## config.mk

```make
export PLATFORM = sky130hd
export DESIGN_NAME = dspi_top
export DESIGN_NICKNAME = d
export VERILOG_FILES = /design/src/rtl/dspi_pkg.sv /design/src/rtl/dspi_pin_sync.sv /design/src/rtl/dspi_decoder.sv /design/src/rtl/dspi_window.sv /design/src/rtl/dspi_miso_shift.sv /design/src/rtl/dspi_top.sv
export SDC_FILE = /design/constraint.sdc
export NUM_CORES = 1
export LEC_CHECK = 0
export BUFFER_PORTS_ARGS = -buffer_cell sky130_fd_sc_hd__buf_4
export CAP_MARGIN = 10
export CORE_UTILIZATION = 53
export CTS_CLUSTER_DIAMETER = 120
export DETAILED_ROUTE_END_ITERATION = 8
export GPL_TIMING_DRIVEN = 0
export PLACE_DENSITY = 0.72
export SLEW_MARGIN = 30
export SYNTH_ARGS = -nofsm -noshare
export SYNTH_HDL_FRONTEND = slang
export SYNTH_SLANG_ARGS = --single-unit
```

## constraint.sdc

```tcl
create_clock -name clk -period 2.2 [get_ports clk]
set_input_delay 0.44 -clock clk [delete_from_list [all_inputs] [get_ports clk]]
set_output_delay 0.44 -clock clk [all_outputs]
set_load 0.1 [all_outputs]
```

## src/rtl/dspi_pkg.sv

```systemverilog
package dspi_pkg;
  localparam int BYTE_W   = 8;
  localparam int SHORT_AW = 6;
  localparam int LONG_AW  = 10;
  localparam int CNT_W    = $clog2(BYTE_W);
  localparam int HI_W     = LONG_AW - 3;

  typedef enum logic [1:0] {
    PH_CMD0,
    PH_CMD1,
    PH_DATA,
    PH_DONE
  } dspi_phase_e;

  typedef struct packed {
    logic                we;
    logic                long_sel;
    logic [LONG_AW-1:0]  addr;
    logic [BYTE_W-1:0]   wdata;
  } dspi_access_t;
endpackage

```

## src/rtl/dspi_pin_sync.sv

```systemverilog
module dspi_pin_sync (
  input  logic clk,
  input  logic rst_n,
  input  logic sclk_i,
  input  logic cs_n_i,
  input  logic mosi_i,
  output logic sel_o,
  output logic rise_o,
  output logic fall_o,
  output logic mosi_o
);
  // bit order: {sclk, cs_n, mosi}
  logic [2:0] stage1_q, stage2_q;
  logic       sclk_prev_q;

  always_ff @(posedge clk or negedge rst_n) begin
    if (!rst_n) begin
      stage1_q    <= 3'b010;
      stage2_q    <= 3'b010;
      sclk_prev_q <= 1'b0;
    end else begin
      stage1_q    <= {sclk_i, cs_n_i, mosi_i};
      stage2_q    <= stage1_q;
      sclk_prev_q <= stage2_q[2];
    end
  end

  assign sel_o  = ~stage2_q[1];
  assign rise_o = stage2_q[2] & ~sclk_prev_q;
  assign fall_o = ~stage2_q[2] & sclk_prev_q;
  assign mosi_o = stage2_q[0];
endmodule

```

## src/rtl/dspi_decoder.sv

```systemverilog
module dspi_decoder
  import dspi_pkg::*;
(
  input  logic         clk,
  input  logic         rst_n,
  input  logic         sel_i,
  input  logic         rise_i,
  input  logic         mosi_i,
  output logic         acc_vld_o,
  output dspi_access_t acc_o,
  output logic         byte_bnd_o,
  output logic         rd_phase_o
);
  localparam logic [CNT_W-1:0] BIT_LAST = CNT_W'(BYTE_W - 1);

  dspi_phase_e         phase_q, phase_d;
  logic [CNT_W-1:0]    bit_q, bit_d;
  logic [BYTE_W-2:0]   sh_q, sh_d;
  logic [HI_W-1:0]     hi_q, hi_d;
  logic                long_q, long_d;
  logic                wr_q, wr_d;
  logic [LONG_AW-1:0]  addr_q, addr_d;
  logic                vld_q, vld_d;
  dspi_access_t        acc_q, acc_d;

  logic [BYTE_W-1:0]   byte_in;
  logic                issue, iss_we;
  logic [LONG_AW-1:0]  iss_addr;

  always_comb begin
    phase_d  = phase_q;
    bit_d    = bit_q;
    sh_d     = sh_q;
    hi_d     = hi_q;
    long_d   = long_q;
    wr_d     = wr_q;
    addr_d   = addr_q;
    acc_d    = acc_q;
    issue    = 1'b0;
    iss_we   = 1'b0;
    iss_addr = addr_q;
    byte_in  = {sh_q, mosi_i};
    if (!sel_i) begin
      phase_d = PH_CMD0;
      bit_d   = '0;
    end else if (rise_i) begin
      bit_d = bit_q + CNT_W'(1);
      sh_d  = {sh_q[BYTE_W-3:0], mosi_i};
      if (bit_q == BIT_LAST) begin
        unique case (phase_q)
          PH_CMD0: begin
            if (!byte_in[BYTE_W-1]) begin
              long_d   = 1'b0;
              wr_d     = byte_in[0];
              addr_d   = LONG_AW'(byte_in[SHORT_AW:1]);
              phase_d  = PH_DATA;
              issue    = !byte_in[0];
              iss_addr = addr_d;
            end else begin
              long_d  = 1'b1;
              hi_d    = byte_in[HI_W-1:0];
              phase_d = PH_CMD1;
            end
          end
          PH_CMD1: begin
            addr_d   = {hi_q, byte_in[BYTE_W-1:BYTE_W-3]};
            wr_d     = byte_in[4];
            phase_d  = PH_DATA;
            issue    = !byte_in[4];
            iss_addr = addr_d;
          end
          PH_DATA: begin
            if (wr_q) begin
              issue    = 1'b1;
              iss_we   = 1'b1;
              iss_addr = addr_q;
            end
            if (long_q) begin
              addr_d = addr_q + LONG_AW'(1);
              if (!wr_q) begin
                issue    = 1'b1;
                iss_addr = addr_d;
              end
            end else begin
              phase_d = PH_DONE;
            end
          end
          default: ;
        endcase
      end
    end
    vld_d = issue;
    if (issue) begin
      acc_d.we       = iss_we;
      acc_d.long_sel = long_d;
      acc_d.addr     = iss_addr;
      acc_d.wdata    = byte_in;
    end
  end

  always_ff @(posedge clk or negedge rst_n) begin
    if (!rst_n) begin
      phase_q <= PH_CMD0;
      bit_q   <= '0;
      sh_q    <= '0;
      hi_q    <= '0;
      long_q  <= 1'b0;
      wr_q    <= 1'b0;
      addr_q  <= '0;
      vld_q   <= 1'b0;
      acc_q   <= '0;
    end else begin
      phase_q <= phase_d;
      bit_q   <= bit_d;
      long_q  <= long_d;
      wr_q    <= wr_d;
      addr_q  <= addr_d;
      vld_q   <= vld_d;
      hi_q    <= hi_d;
      if (rise_i) sh_q  <= sh_d;
      if (vld_d)  acc_q <= acc_d;
    end
  end

  assign acc_vld_o  = vld_q;
  assign acc_o      = acc_q;
  assign byte_bnd_o = (bit_q == '0);
  assign rd_phase_o = (phase_q == PH_DATA) && !wr_q;
endmodule

```

## src/rtl/dspi_window.sv

```systemverilog
module dspi_window
  import dspi_pkg::*;
#(
  parameter int TX_BASE   = 'h000,
  parameter int TX_DEPTH  = 128,
  parameter int LREG_BASE = 'h200,
  parameter int LREG_CNT  = 64,
  parameter int RX_BASE   = 'h300,
  parameter int RX_DEPTH  = 144
) (
  input  logic               long_sel_i,
  input  logic [LONG_AW-1:0] addr_i,
  output logic               hit_o
);
  localparam int NREG = 3;
  localparam int BASE [NREG] = '{TX_BASE, LREG_BASE, RX_BASE};
  localparam int SPAN [NREG] = '{TX_DEPTH, LREG_CNT, RX_DEPTH};

  logic [NREG-1:0] reg_hit;

  for (genvar g = 0; g < NREG; g++) begin : g_region
    assign reg_hit[g] = (32'(addr_i) >= 32'(BASE[g])) &&
                        (32'(addr_i) <  32'(BASE[g] + SPAN[g]));
  end

  assign hit_o = !long_sel_i || (|reg_hit);
endmodule

```

## src/rtl/dspi_miso_shift.sv

```systemverilog
module dspi_miso_shift
  import dspi_pkg::*;
(
  input  logic              clk,
  input  logic              rst_n,
  input  logic              sel_i,
  input  logic              fall_i,
  input  logic              byte_bnd_i,
  input  logic              rd_phase_i,
  input  logic              load_vld_i,
  input  logic [BYTE_W-1:0] load_data_i,
  output logic              miso_o
);
  logic [BYTE_W-1:0] buf_q, buf_d;
  logic [BYTE_W-1:0] sh_q, sh_d;
  logic              miso_q, miso_d;

  always_comb begin
    buf_d  = load_vld_i ? load_data_i : buf_q;
    sh_d   = sh_q;
    miso_d = miso_q;
    if (!sel_i) begin
      sh_d   = '0;
      miso_d = 1'b0;
    end else if (fall_i) begin
      if (byte_bnd_i) begin
        miso_d = rd_phase_i ? buf_q[BYTE_W-1] : 1'b0;
        sh_d   = rd_phase_i ? {buf_q[BYTE_W-2:0], 1'b0} : '0;
      end else begin
        miso_d = sh_q[BYTE_W-1];
        sh_d   = {sh_q[BYTE_W-2:0], 1'b0};
      end
    end
  end

  always_ff @(posedge clk or negedge rst_n) begin
    if (!rst_n) begin
      buf_q  <= '0;
      sh_q   <= '0;
      miso_q <= 1'b0;
    end else begin
      if (load_vld_i) buf_q <= buf_d;
      sh_q   <= sh_d;
      miso_q <= miso_d;
    end
  end

  assign miso_o = miso_q;
endmodule

```

## src/rtl/dspi_top.sv

```systemverilog
module dspi_top
  import dspi_pkg::*;
#(
  parameter int TX_BASE   = 'h000,
  parameter int TX_DEPTH  = 128,
  parameter int LREG_BASE = 'h200,
  parameter int LREG_CNT  = 64,
  parameter int RX_BASE   = 'h300,
  parameter int RX_DEPTH  = 144
) (
  input  logic               clk,
  input  logic               rst_n,
  input  logic               spi_sclk,
  input  logic               spi_cs_n,
  input  logic               spi_mosi,
  output logic               spi_miso,
  output logic               mem_en,
  output logic               mem_we,
  output logic               mem_long,
  output logic [LONG_AW-1:0] mem_addr,
  output logic [BYTE_W-1:0]  mem_wdata,
  input  logic [BYTE_W-1:0]  mem_rdata
);
  logic [1:0]   rst_sync_q;
  logic         rst_n_int;
  logic         sel, rise, fall, mosi_s;
  logic         acc_vld, byte_bnd, rd_phase, hit;
  dspi_access_t acc;
  logic         rd_pend_q, rd_hit_q;
  logic [BYTE_W-1:0] load_data;

  always_ff @(posedge clk or negedge rst_n) begin
    if (!rst_n) rst_sync_q <= 2'b00;
    else        rst_sync_q <= {rst_sync_q[0], 1'b1};
  end
  assign rst_n_int = rst_sync_q[1];

  dspi_pin_sync u_sync (
    .clk(clk), .rst_n(rst_n_int),
    .sclk_i(spi_sclk), .cs_n_i(spi_cs_n), .mosi_i(spi_mosi),
    .sel_o(sel), .rise_o(rise), .fall_o(fall), .mosi_o(mosi_s)
  );

  dspi_decoder u_dec (
    .clk(clk), .rst_n(rst_n_int),
    .sel_i(sel), .rise_i(rise), .mosi_i(mosi_s),
    .acc_vld_o(acc_vld), .acc_o(acc),
    .byte_bnd_o(byte_bnd), .rd_phase_o(rd_phase)
  );

  dspi_window #(
    .TX_BASE(TX_BASE), .TX_DEPTH(TX_DEPTH),
    .LREG_BASE(LREG_BASE), .LREG_CNT(LREG_CNT),
    .RX_BASE(RX_BASE), .RX_DEPTH(RX_DEPTH)
  ) u_win (
    .long_sel_i(acc.long_sel), .addr_i(acc.addr), .hit_o(hit)
  );

  always_ff @(posedge clk or negedge rst_n_int) begin
    if (!rst_n_int) begin
      rd_pend_q <= 1'b0;
      rd_hit_q  <= 1'b0;
    end else begin
      rd_pend_q <= acc_vld && !acc.we;
      if (acc_vld) rd_hit_q <= hit;
    end
  end

  assign load_data = rd_hit_q ? mem_rdata : '0;

  dspi_miso_shift u_miso (
    .clk(clk), .rst_n(rst_n_int),
    .sel_i(sel), .fall_i(fall), .byte_bnd_i(byte_bnd), .rd_phase_i(rd_phase),
    .load_vld_i(rd_pend_q), .load_data_i(load_data), .miso_o(spi_miso)
  );

  assign mem_en    = acc_vld && hit;
  assign mem_we    = acc.we;
  assign mem_long  = acc.long_sel;
  assign mem_addr  = acc.addr;
  assign mem_wdata = acc.wdata;
endmodule

```

==> metrics.log, run 1 <==
[metrics] run status: finished clean
[metrics] Worst Setup SP: u_dec.phase_q[0]$_DFFE_PN0P_
[metrics] Core ar.: 6940 µm²
[metrics] overall power of the completed layout: 3.19 mW
[metrics] CTS buffer count: 9
[metrics] cell at the root of the clock tree: clkbuf_8
[metrics] WP data required: 2.43 ns
[metrics] final number of hold-violating endpoints: 0
[metrics] post-layout min period: 2.09 ns
[metrics] Core Rows: 30
[metrics] type of the worst setup path: reg -> reg
[metrics] count of unique library cells instantiated by Yosys: 58
[metrics] max-capacitance violation count: 0
[metrics] clock insertion delay at the later pin of the skew report: 0.34 ns
[metrics] reg2reg path depth: 7
[metrics] number of flops mapped to enable cells by yosys: 0
[metrics] Overall Global Routing Usage: 0.261
[metrics] register-to-register setup slack: 0.11 ns
[metrics] wire length reported by the detailed router: 9310 µm
[metrics] fraction of the cycle the final worst path needs: 0.951
[metrics] Hold Path Cell Cnt: 1
[metrics] setup TNS after final layout: 0 ns
[metrics] sw power: 0.890 mW
[metrics] number of cells produced by synthesis: 361
[metrics] Vert. Die Dim: 87.9 µm
[metrics] cell types with the highest counts after synthesis: dfrtp_1 (77), inv_1 (23), nor2_1 (23), o21ai_0 (23), mux2_2 (19)
[metrics] largest area contributor in the netlist: dfrtp_1
[metrics] clock share of power: 0.354
[metrics] sequential share of power: 0.514
[metrics] clock-pin transition on the worst setup and hold timing paths: 0.08 ns
[metrics] number of global-route vias before repair: 2,987
[metrics] Starting DRT DRC Count: 233
[metrics] Synth Register Bits: 79
[metrics] endpoint of the worst-slack reg-to-reg timing path: u_dec.acc_o[5]$_DFFE_PN0P_
[metrics] vias per cell: 6.02
[metrics] routed wirelength normalized by instance count: 18.0 µm
[metrics] launch point of the worst reg-to-reg path: u_dec.phase_q[0]$_DFFE_PN0P_
[metrics] IO Count: 35
[metrics] arrival time at the worst endpoint: 2.32 ns
[metrics] antenna violations before repair: 0
[metrics] detailed placer's ending HPWL: 6290 µm
[metrics] routability congestion estimate: 0.926
[metrics] kind of end point of the critical path: register
[metrics] count of filler cells inserted in the layout: 547
[metrics] most common cell in the netlist: dfrtp_1
[metrics] critical path startpoint category: register
[metrics] area fraction of the dominant cell type after synthesis: 0.492
[metrics] highest achievable clock rate: 478 MHz
[metrics] Max FO, Critical Path: 6
[metrics] leading cell types by total area after synthesis: dfrtp_1 (49%), mux2_2 (5.5%), o21ai_0 (2.9%), ha_1 (2.6%), inv_1 (2.2%)
[metrics] Layout area overhead: 19.5%
[metrics] headroom to the max-slew limit: 0.574
[metrics] slew of the pin with the lowest slew margin: 0.639 ns
[metrics] worst hold path type: in -> reg
[metrics] leakage power of the design: 2.14 nW
[metrics] fraction of synthesis flops using an asynchronous set or reset pin: 1.00
[metrics] maximum number of pins on one net before global-route repair: 41
[metrics] flip-flop cell with the highest count after synthesis: dfrtp_1
[metrics] Power Dens Cells: 682 nW/µm²
[metrics] # nets final: 437
[metrics] DRC violations left: 0
[metrics] syn nets: 382
[metrics] cell internal pwr: 2.30 mW
[metrics] RSZ-0062 raised after global routing: no
[metrics] Final Setup Violations: 0
[metrics] number of slew-limit violations in the final report: 0
[metrics] Die X-Extent: 87.9 µm
[metrics] detailed-route via count: 3,112
[metrics] number of clock sinks: 79
[metrics] residual antenna-violating net count after detailed routing: 0
[metrics] number of warning messages in the yosys log: 0
[metrics] maximum root-to-sink buffer count: 2
[metrics] cell area after synthesis: 3910 µm²
[metrics] Worst VDD drop: 0.718 mV
[metrics] combinational power share: 0.132
[metrics] Clock H-tree levels: 3
[metrics] router iterations before antenna repair: 6
[metrics] clock tree from TritonCTS: built
[metrics] Port Buf Inserts: 34
[metrics] worst setup path endpoint: u_dec.acc_o[5]$_DFFE_PN0P_
[metrics] share of post-route cells with drive strength above 1: 0.273
[metrics] remaining global-route overflow: 0
[metrics] floorplan die area: 7730 µm²
[metrics] sequential area share after synthesis: 0.506
[metrics] Inserted Diodes: 0
[metrics] fraction of power spent switching nets: 0.279
[metrics] Initial Util: 0.563
[metrics] final worst clock skew: 0.00927 ns
[metrics] first-pass GRT wire length: 15,000 µm
[metrics] mean area per synthesized cell: 10.8 µm²
worst min path at each step:
stage | start | to | slack (ns)
after global placement | rst_n | rst_sync_q[0]$_DFF_PN0_ | 0.22
final | spi_cs_n | u_sync.stage1_q[1]$_DFF_PN1_ | 0.20
after detailed placement | rst_n | rst_sync_q[0]$_DFF_PN0_ | 0.22
after CTS | spi_cs_n | u_sync.stage1_q[1]$_DFF_PN1_ | 0.18
after floorplan | rst_n | rst_sync_q[0]$_DFF_PN0_ | 0.14
after global routing | spi_cs_n | u_sync.stage1_q[1]$_DFF_PN1_ | 0.18
timing repair:
item                                    CTS  global route
hold buffers                              1             0
gates resized for setup                   7            14
buffers inserted                          6             3
pin swaps                                 1             3
endpoints found under the setup margin   12            28
hold endpoints to repair                  2             0
cell families (layout without fill, tap and decap cells):
group                      after synthesis  after routing  synth area share
adders and majority gates                8              8            0.0256
AOI/OAI and AO/OA                       91             91             0.174
buffers and inverters                   48            108            0.0524
muxes                                   33             33            0.0927
DFF                                     79             79             0.506
other                                    1              1          0.000958
and+or+nand+nor                         97             97             0.139
xor gates and xnor gates                 4              4           0.00896
metrics by stage:
step / utilization / worst slack, ns / hold slack [ns] / cells / instance area [µm²]
floorplan: - / -0.0598 / 0.144 / 361 / 3920
global placement: 0.618 / -0.0116 / 0.223 / 491 / 4290
detailed placement: 0.621 / -0.0319 / 0.224 / 492 / 4310
CTS: 0.665 / 0.00806 / 0.183 / 514 / 4620
global route: 0.673 / 0.00315 / 0.179 / 517 / 4680
finish: 0.673 / 0.109 / 0.196 / 517 / 4680
cells in the final DEF (no fill, tap or decap), drive strengths merged, types with 3 or more instances in the layout:
cell    synthesis  final
o21ai          23     23
nand3          17     17
mux2i           7      7
clkbuf         11     22
a22oi           4      4
a21oi          11     11
a211oi          3      3
nor3            4      4
nor4            8      8
a32oi           3      3
o31a            3      3
nor2b           7      7
o311ai          3      3
inv            23     25
buf            13     56
ha              8      8
a222oi          7      7
mux2           26     26
nand2b         10     10
a221o           4      4
xnor2           3      3
nand4           3      3
o221a           4      4
a41oi           4      4
o21a            3      3
dfrtp          77     77
nor2           23     23
nand2          12     12
o211ai          5      5
power groups by stage:
stage | Clock (mW) | Sequential (mW) | Combinational [mW]
after floorplan | 0 | 1.62 | 0.287
after global placement | 0 | 1.68 | 0.377
after detailed placement | 0 | 1.67 | 0.405
after CTS | 1.15 | 1.64 | 0.407
after global routing | 1.21 | 1.65 | 0.454
final | 1.13 | 1.64 | 0.420
cell type report:
| class | count | area (µm²) | share of cell area |
|---|---|---|---|
| Inverter | 24 | 91.3 | 0.0195 |
| Tap cell | 96 | 120 | 0.0257 |
| Clock buffer | 11 | 151 | 0.0324 |
| Buffer | 23 | 124 | 0.0265 |
| Multi-Input combinational cell | 234 | 1770 | 0.378 |
| Clock inverter | 5 | 63.8 | 0.0136 |
| Sequential cell | 79 | 1980 | 0.424 |
| Timing Repair Buffer | 45 | 373 | 0.0797 |
critical path, stage by stage, from the launching register on:
cell,delay (ns)
dfrtp_1,0.42
inv_2,0.11
ha_4,0.16
or3b_1,0.39
a311oi_4,0.27
buf_6,0.15
buf_4,0.16
mux2_1,0.32
flip-flops by register name, summed over array words and instances (netlist names), 2 cells and up:
register and flops:
u_dec.acc_o 20, u_dec.addr_q 10, u_miso.buf_q 8, u_dec.hi_q 7, u_dec.sh_q 7, u_miso.sh_q 7
u_dec.bit_q 3, u_sync.stage1_q 3, u_sync.stage2_q 3, rst_sync_q 2, u_dec.phase_q 2
per-layer routing:
| layer | vias to the layer above | part of all wire | track usage |
|---|---|---|---|
| li1 | 1450 | - | - |
| met2 | 137 | 0.45 | 0.402 |
| met5 | - | 0 | 0 |
| met3 | 11 | 0.078 | 0.0650 |
| met1 | 1514 | 0.46 | 0.357 |
| met4 | 0 | 0.013 | 0.0999 |
Power figures use the tool's default switching activity.
==> inputs of run 2 (changes only) <==
- CORE_UTILIZATION: 53 -> 54
- PLACE_DENSITY: 0.72 -> 0.73
- SYNTH_HIERARCHICAL: unset -> 1
==> run 2 against run 1 <==
Effect of this change:
- global-route usage decreased by 0.25 points
- utilization down 2.5 points
- flip-flop and latch count unchanged
- clock-buffer cell count down 2
- sequential share of layout area shrank 0.25 points
- critical path type unchanged
- critical endpoint is now u_dec/acc_o[11]$_DFFE_PN0P_
==> metrics.log, run 2 <==
[metrics] flip-flop cell with the highest count after synthesis: dfrtp_1
[metrics] Vert. Die Dim: 88.5 µm (+0.67%)
[metrics] routability congestion estimate: 0.905 (-2.3%)
[metrics] Max FO, Critical Path: 10 (+4)
[metrics] number of global-route vias before repair: 2,978 (-0.30%)
[metrics] final worst clock skew: 0.0117 ns (+0.00243 ns)
[metrics] WP data required: 2.47 ns (+0.04 ns)
[metrics] router iterations before antenna repair: 6 (unchanged)
[metrics] headroom to the max-slew limit: 0.622 (+0.0481)
[metrics] count of unique library cells instantiated by Yosys: 64 (+10%)
[metrics] Port Buf Inserts: 34 (unchanged)
[metrics] # nets final: 420 (-3.9%)
[metrics] antenna violations before repair: 0 (unchanged)
[metrics] max-capacitance violation count: 0 (unchanged)
[metrics] remaining global-route overflow: 0 (unchanged)
[metrics] Clock H-tree levels: 3 (unchanged)
[metrics] top library cells by usage in the layout, fill and taps aside: dfrtp_1 (76), buf_4 (35), mux2_2 (24)
[metrics] Initial Util: 0.557 (-0.00624)
[metrics] Overall Global Routing Usage: 0.259 (-0.00255)
[metrics] leakage power of the design: 2.15 nW (+0.14%)
[metrics] highest achievable clock rate: 475 MHz (-0.75%)
[metrics] largest area contributor in the netlist: dfrtp_1
[metrics] first-pass GRT wire length: 15,000 µm (-0.28%)
[metrics] leading cell types by total area after synthesis: dfrtp_1 (48%), mux2_2 (6.7%), mux2_4 (3.3%), ha_1 (2.5%), a221o_1 (2.0%)
[metrics] setup TNS after final layout: 0 ns (unchanged)
[metrics] run status: finished clean
[metrics] Starting DRT DRC Count: 189 (-19%)
[metrics] wire length reported by the detailed router: 9520 µm (+2.3%)
[metrics] Layout area overhead: 16.4%
[metrics] fraction of the cycle the final worst path needs: 0.958 (+0.00721)
[metrics] number of clock sinks: 79 (unchanged)
[metrics] CTS buffer count: 9 (unchanged)
[metrics] Die X-Extent: 88.5 µm (+0.67%)
[metrics] worst hold path type: in -> reg
[metrics] kind of end point of the critical path: register
[metrics] number of flip-flops under the largest register name: 20 (unchanged)
[metrics] post-layout min period: 2.11 ns (+0.0159 ns)
[metrics] clock tree from TritonCTS: built
[metrics] Power Dens Cells: 678 nW/µm² (-0.60%)
[metrics] residual antenna-violating net count after detailed routing: 0 (unchanged)
[metrics] Core Rows: 31 (+3.3%)
[metrics] number of flops mapped to enable cells by yosys: 0 (unchanged)
[metrics] RSZ-0062 raised after global routing: no
[metrics] detailed-route via count: 2,980 (-4.2%)
[metrics] syn nets: 372 (-2.6%)
[metrics] share of post-route cells with drive strength above 1: 0.327 (+0.0536)
[metrics] slew of the pin with the lowest slew margin: 0.567 ns (-0.0722 ns)
[metrics] IO Count: 35 (unchanged)
[metrics] fraction of synthesis flops using an asynchronous set or reset pin: 1.00 (unchanged)
[metrics] number of placed cells counting well taps: 485 (-1.4%)
[metrics] mean area per synthesized cell: 11.5 µm² (+6.2%)
[metrics] Worst VDD drop: 0.607 mV (-15%)
[metrics] number of cells produced by synthesis: 351 (-2.8%)
[metrics] final number of hold-violating endpoints: 0 (unchanged)
[metrics] Synth Register Bits: 79 (unchanged)
[metrics] final design area excluding fillers: 4700 µm² (+0.59%)
[metrics] clock insertion delay at the later pin of the skew report: 0.36 ns (+0.02 ns)
[metrics] maximum number of pins on one net before global-route repair: 49 (+20%)
[metrics] setup slack of the critical path after layout: 0.0927 ns (-0.0159 ns)
[metrics] number of slew-limit violations in the final report: 0 (unchanged)
[metrics] sequential area share after synthesis: 0.490 (-0.0161)
[metrics] DRC violations left: 0 (unchanged)
[metrics] cell at the root of the clock tree: clkbuf_8
[metrics] cell types with the highest counts after synthesis: dfrtp_1 (77), mux2_2 (24), nand2_1 (19), nor2_1 (15), inv_1 (11)
[metrics] floorplan die area: 7830 µm² (+1.3%)
[metrics] clock-pin transition on the worst setup and hold timing paths: 0.09 ns (about the same)
[metrics] vias per cell: 5.92 (-1.6%)
[metrics] Core ar.: 7250 µm² (+4.5%)
[metrics] number of warning messages in the yosys log: 6 (+6)
[metrics] commonest non-fill, non-tap cell in the layout: dfrtp_1
[metrics] critical path startpoint category: register
[metrics] Final Setup Violations: 0 (unchanged)
[metrics] Fin Hold WS: 0.191 ns (-0.00479 ns)
[metrics] count of placed standard cells in the final layout, fillers left out: 503 (-2.7%)
[metrics] maximum root-to-sink buffer count: 2 (unchanged)
[metrics] Inserted Diodes: 0 (unchanged)
[metrics] detailed placer's ending HPWL: 6590 µm (+4.8%)
[metrics] most common cell in the netlist: dfrtp_1
[metrics] arrival time at the worst endpoint: 2.38 ns (+0.06 ns)
[metrics] area fraction of the dominant cell type after synthesis: 0.477 (-0.0157)
[metrics] type of the worst setup path: reg -> reg
[metrics] pre-CTS setup slack: -0.166 ns (-0.134 ns)
[metrics] cell area after synthesis: 4040 µm² (+3.3%)
[metrics] area after detailed placement: 4450 µm² (+3.2%)
[metrics] routed wirelength normalized by instance count: 18.9 µm (+5.1%)
## run 2: cell types whose count changed in the layout (fill, tap and decap cells not counted), moves of 5 or more
cell | before | now
and3b_2 | 0 | 7
buf_4 | 43 | 35
o21ai_0 | 21 | 8
nand2_1 | 12 | 19
nor2_1 | 23 | 15
mux2_4 | 0 | 9
nand3_1 | 17 | 8
and2_2 | 1 | 9
inv_1 | 21 | 10
mux2_2 | 19 | 24
## run 2: worst paths after layout
path | cells after the start | slack (ns) | from | endpoint
hold reg to reg | 0 | 0.26 | rst_sync_q[1]$_DFF_PN0_ | u_dec/sh_q[1]$_DFFE_PN0P_
setup / recovery | 8 | 0.09 | u_dec/phase_q[0]$_DFFE_PN0P_ | u_dec/acc_o[11]$_DFFE_PN0P_
min in group asynchronous | 0 | 0.26 | rst_sync_q[1]$_DFF_PN0_ | u_dec/sh_q[1]$_DFFE_PN0P_
max in group asynchronous | 1 | 1.31 | rst_sync_q[1]$_DFF_PN0_ | u_sync/stage2_q[1]$_DFF_PN1_
hold / removal | 1 | 0.19 | spi_mosi | u_sync/stage1_q[0]$_DFF_PN0_
setup reg to reg | 8 | 0.09 | u_dec/phase_q[0]$_DFFE_PN0P_ | u_dec/acc_o[11]$_DFFE_PN0P_
## run 2: layout make-up
cell class                      instances  area (µm²)
Buffer                                 23         148
Clock buffer                            9         124
Clock inverter                          7        81.3
Fill cell                             561        2550
Inverter                               11        41.3
Multi-Input combinational cell        237        1890
Sequential cell                        79        1980
Tap cell                               99         124
Timing Repair Buffer                   38         312
## run 2: metrics by stage
step           power, mW  utilization
6_report            3.19        0.648
5_1_grt             3.30        0.648
4_1_cts             3.20        0.644
3_5_place_dp        2.08        0.614
3_3_place_gp        2.06        0.610
2_1_floorplan       1.92            -
## run 2: what timing repair did
item,4_1_cts,5_1_grt
buffers inserted,1,1
endpoints found under the hold margin,2,0
setup endpoints to repair,15,24
pin swaps,1,1
hold buffers,1,0
gates resized for setup,1,11
## run 2: critical path, stage by stage (launching register included)
cell and delay, ns:
dfrtp_1 0.41, inv_1 0.10, ha_2 0.20, or3b_4 0.39, a311oi_4 0.36, buf_4 0.20
buf_6 0.14, nor2_1 0.06, a41oi_2 0.16
## run 2: kinds of logic after synthesis
family                     after synthesis  share of synthesized area
AOI/OAI and AO/OA                       72                      0.144
xor gates and xnor gates                 6                     0.0130
adders and majority gates                8                     0.0248
buffers and inverters                   35                     0.0467
DFF                                     79                      0.490
muxes                                   43                      0.126
other                                    1                   0.000928
and+or+nand+nor                        107                      0.155
## run 2: power by group
group | internal [mW] | switching [mW]
Combinational | 0.206 | 0.218
Clock | 0.538 | 0.586
Sequential | 1.51 | 0.127
Total | 2.26 | 0.931
## run 2: routing by layer
metal / wire [µm] / vias up / track usage
met5: 0 / - / 0
met4: 313 / 0 / 0.110
met3: 549 / 22 / 0.0700
met2: 4690 / 98 / 0.436
met1: 3970 / 1470 / 0.313
li1: - / 1390 / -
==> inputs of run 3 (changes only) <==
- REMOVE_ABC_BUFFERS: unset -> 1
==> run 3 against run 2 <==
Effect of this change:
- clock-buffer cell count is 1 higher
- highest routed layer unchanged
- combinational power is 24% lower
- design area is 0.13% higher
- maximum frequency is 0.95% lower
- worst hold slack better by 0.0026 ns
- register-to-register slack worse by 0.02 ns
- setup slack worse by 0.020 ns
- die area stayed put
- critical endpoint is now u_dec/acc_o[18]$_DFFE_PN0P_
- via count is 4.3% lower
==> metrics.log, run 3 (synthesized netlist as in run 2, its figures left out) <==
[metrics] area after detailed placement: 4320 µm² (-2.9%)
[metrics] pre-CTS setup slack: -0.606 ns (-0.440 ns)
[metrics] count of filler cells inserted in the layout: 550 (-2.0%)
[metrics] routed wirelength normalized by instance count: 16.9 µm (-11%)
[metrics] run status: finished clean
[metrics] detailed placer's ending HPWL: 5420 µm (-18%)
[metrics] final worst clock skew: 0.0101 ns (-0.00157 ns)
[metrics] # nets final: 407 (-3.1%)
[metrics] maximum root-to-sink buffer count: 2 (unchanged)
[metrics] Vert. Die Dim: 88.5 µm (unchanged)
[metrics] residual antenna-violating net count after detailed routing: 0 (unchanged)
[metrics] Clock H-tree levels: 3 (unchanged)
[metrics] leakage power of the design: 2.12 nW (-1.1%)
[metrics] number of global-route vias before repair: 2,843 (-4.5%)
[metrics] critical path startpoint category: register
[metrics] worst hold path type: in -> reg
[metrics] register-to-register setup slack: 0.07 ns (-0.02 ns)
[metrics] Hold Path Cell Cnt: 1 (unchanged)
[metrics] Final Setup Violations: 0 (unchanged)
[metrics] commonest non-fill, non-tap cell in the layout: dfrtp_1
[metrics] WHS Endpoint: u_sync/stage1_q[1]$_DFF_PN1_
[metrics] kind of end point of the critical path: register
[metrics] final number of hold-violating endpoints: 0 (unchanged)
[metrics] number of slew-limit violations in the final report: 0 (unchanged)
[metrics] Power Dens Cells: 697 nW/µm² (+2.7%)
[metrics] clock tree from TritonCTS: built
[metrics] CTS buffer count: 9 (unchanged)
[metrics] antenna violations before repair: 0 (unchanged)
[metrics] fraction of the cycle the final worst path needs: 0.967 (+0.00920)
[metrics] Register Area: 1990 µm² (+0.19%)
[metrics] wire length reported by the detailed router: 8290 µm (-13%)
[metrics] Starting DRT DRC Count: 184 (-2.6%)
[metrics] type of the worst setup path: reg -> reg
[metrics] first-pass GRT wire length: 14,000 µm (-6.4%)
[metrics] detailed-route via count: 2,852 (-4.3%)
[metrics] Max FO, Critical Path: 16 (+6)
[metrics] clock insertion delay at the later pin of the skew report: 0.35 ns (about the same)
[metrics] final design area excluding fillers: 4710 µm² (+0.13%)
[metrics] post-layout min period: 2.13 ns (+0.0202 ns)
[metrics] clock-pin transition on the worst setup and hold timing paths: 0.08 ns (about the same)
[metrics] Initial Util: 0.557 (unchanged)
[metrics] critical path buffer and inverter count: 3 (unchanged)
[metrics] Worst VDD drop: 0.480 mV (-21%)
[metrics] top library cells by usage in the layout, fill and taps aside: dfrtp_1 (73), buf_4 (43), mux2_2 (24)
[metrics] Overall Global Routing Usage: 0.235 (-0.0237)
[metrics] share of post-route cells with drive strength above 1: 0.335 (+0.00831)
[metrics] Max stage delay cell, worst path: dfrtp_2
[metrics] DRC violations left: 0 (unchanged)
[metrics] highest achievable clock rate: 470 MHz (-0.95%)
[metrics] endpoint of the worst-slack reg-to-reg timing path: u_dec/acc_o[18]$_DFFE_PN0P_
[metrics] Inserted Diodes: 0 (unchanged)
[metrics] max-capacitance violation count: 0 (unchanged)
[metrics] Core ar.: 7250 µm² (unchanged)
[metrics] headroom to the max-slew limit: 0.605 (-0.0173)
[metrics] setup slack of the critical path after layout: 0.0725 ns (-0.0202 ns)
[metrics] router iterations before antenna repair: 5 (-1)
[metrics] Die X-Extent: 88.5 µm (unchanged)
[metrics] hold wc startpoint: spi_cs_n
[metrics] maximum number of pins on one net before global-route repair: 41 (-16%)
[metrics] slew of the pin with the lowest slew margin: 0.593 ns (+0.0260 ns)
[metrics] remaining global-route overflow: 0 (unchanged)
[metrics] vias per cell: 5.82 (-1.8%)
[metrics] arrival time at the worst endpoint: 2.36 ns (-0.02 ns)
[metrics] routability congestion estimate: 0.850 (-6.1%)
[metrics] WP data required: 2.43 ns (-0.04 ns)
[metrics] number of flip-flops under the largest register name: 20 (unchanged)
[metrics] Port Buf Inserts: 34 (unchanged)
[metrics] reg2reg path depth: 7 (-1)
[metrics] Core Rows: 31 (unchanged)
[metrics] floorplan die area: 7830 µm² (unchanged)
[metrics] setup TNS after final layout: 0 ns (unchanged)
[metrics] crit-path max cell delay: 0.44 ns (+0.03 ns)
[metrics] overall power of the completed layout: 3.28 mW (+2.9%)
[metrics] IO Count: 35 (unchanged)
[metrics] Layout area overhead: 16.5%
[metrics] kind of cell adding the most delay to the critical path: flip-flops
[metrics] ordered cell list for the critical path: inv_2, ha_4, or3b_4, a311oi_4, buf_6, buf_8, mux2_4
[metrics] number of clock sinks: 79 (unchanged)
[metrics] multi-input gate area in the final layout: 1930 µm² (+1.9%)
[metrics] launch point of the worst reg-to-reg path: u_dec/phase_q[1]$_DFFE_PN0P_
[metrics] cell at the root of the clock tree: clkbuf_8
## run 3: cell count changes in the layout (fill, tap and decap cells not counted), sizes merged
cell / change
clkbuf: -8
clkinvlp: -2
bufinv: +2
buf: -4
clkinv: +2
inv: -3
## run 3: area by class of cell
cell class | count | area share
Clock inverter | 6 | 0.0231
Sequential cell | 79 | 0.422
Multi-Input combinational cell | 237 | 0.409
Tap cell | 99 | 0.0263
Clock buffer | 10 | 0.0271
Inverter | 11 | 0.00956
Timing Repair Buffer | 48 | 0.0829
## run 3: where the power goes
group	switching [mW]	internal [mW]	total, mW	leakage, nW
Sequential	0.166	1.52	1.68	1.06
Combinational	0.139	0.185	0.324	0.941
Clock	0.522	0.752	1.27	0.120
Total	0.827	2.45	3.28	2.12
## run 3: metal layers
layer | global-route usage | routed length, µm
met5 | 0 | 0
met4 | 0.0968 | 157
met3 | 0.0345 | 409
met2 | 0.357 | 3820
met1 | 0.339 | 3900
## run 3: worst reg2reg max path, cell delays in order (launching register included)
cell and delay [ns]:
dfrtp_2 0.44, inv_2 0.11, ha_4 0.17, or3b_4 0.39, a311oi_4 0.30, buf_6 0.16, buf_8 0.15, mux2_4 0.30
## run 3: worst max path at each step
| stage | slack [ns] | start | endpoint | cells past startpoint |
|---|---|---|---|---|
| floorplan | -0.55 | u_dec/phase_q[0]$_DFFE_PN0P_ | u_dec/acc_o[7]$_DFFE_PN0P_ | 5 |
| global placement | -1.16 | u_dec/phase_q[0]$_DFFE_PN0P_ | u_dec/acc_o[7]$_DFFE_PN0P_ | 5 |
| detailed placement | -0.61 | u_dec/phase_q[0]$_DFFE_PN0P_ | u_dec/acc_o[7]$_DFFE_PN0P_ | 6 |
| CTS | 0.02 | u_dec/phase_q[0]$_DFFE_PN0P_ | u_dec/acc_o[7]$_DFFE_PN0P_ | 7 |
| global route | -0.01 | u_dec/phase_q[1]$_DFFE_PN0P_ | u_dec/acc_o[7]$_DFFE_PN0P_ | 7 |
| finish | 0.07 | u_dec/phase_q[1]$_DFFE_PN0P_ | u_dec/acc_o[18]$_DFFE_PN0P_ | 7 |
## run 3: timing repair
item,4_1_cts,5_1_grt
setup buffers,6,3
resized for setup,10,8
endpoints found under the setup margin,40,21
gates cloned,1,0
pin swaps,2,0
hold buffers,1,0
hold endpoints to repair,2,0
## run 3: per-stage QoR
stage	instances	hold WS (ns)	util
floorplan	327	0.144	-
global placement	460	0.223	0.589
detailed placement	463	0.226	0.596
CTS	487	0.176	0.643
global route	490	0.173	0.649
finish	490	0.194	0.649
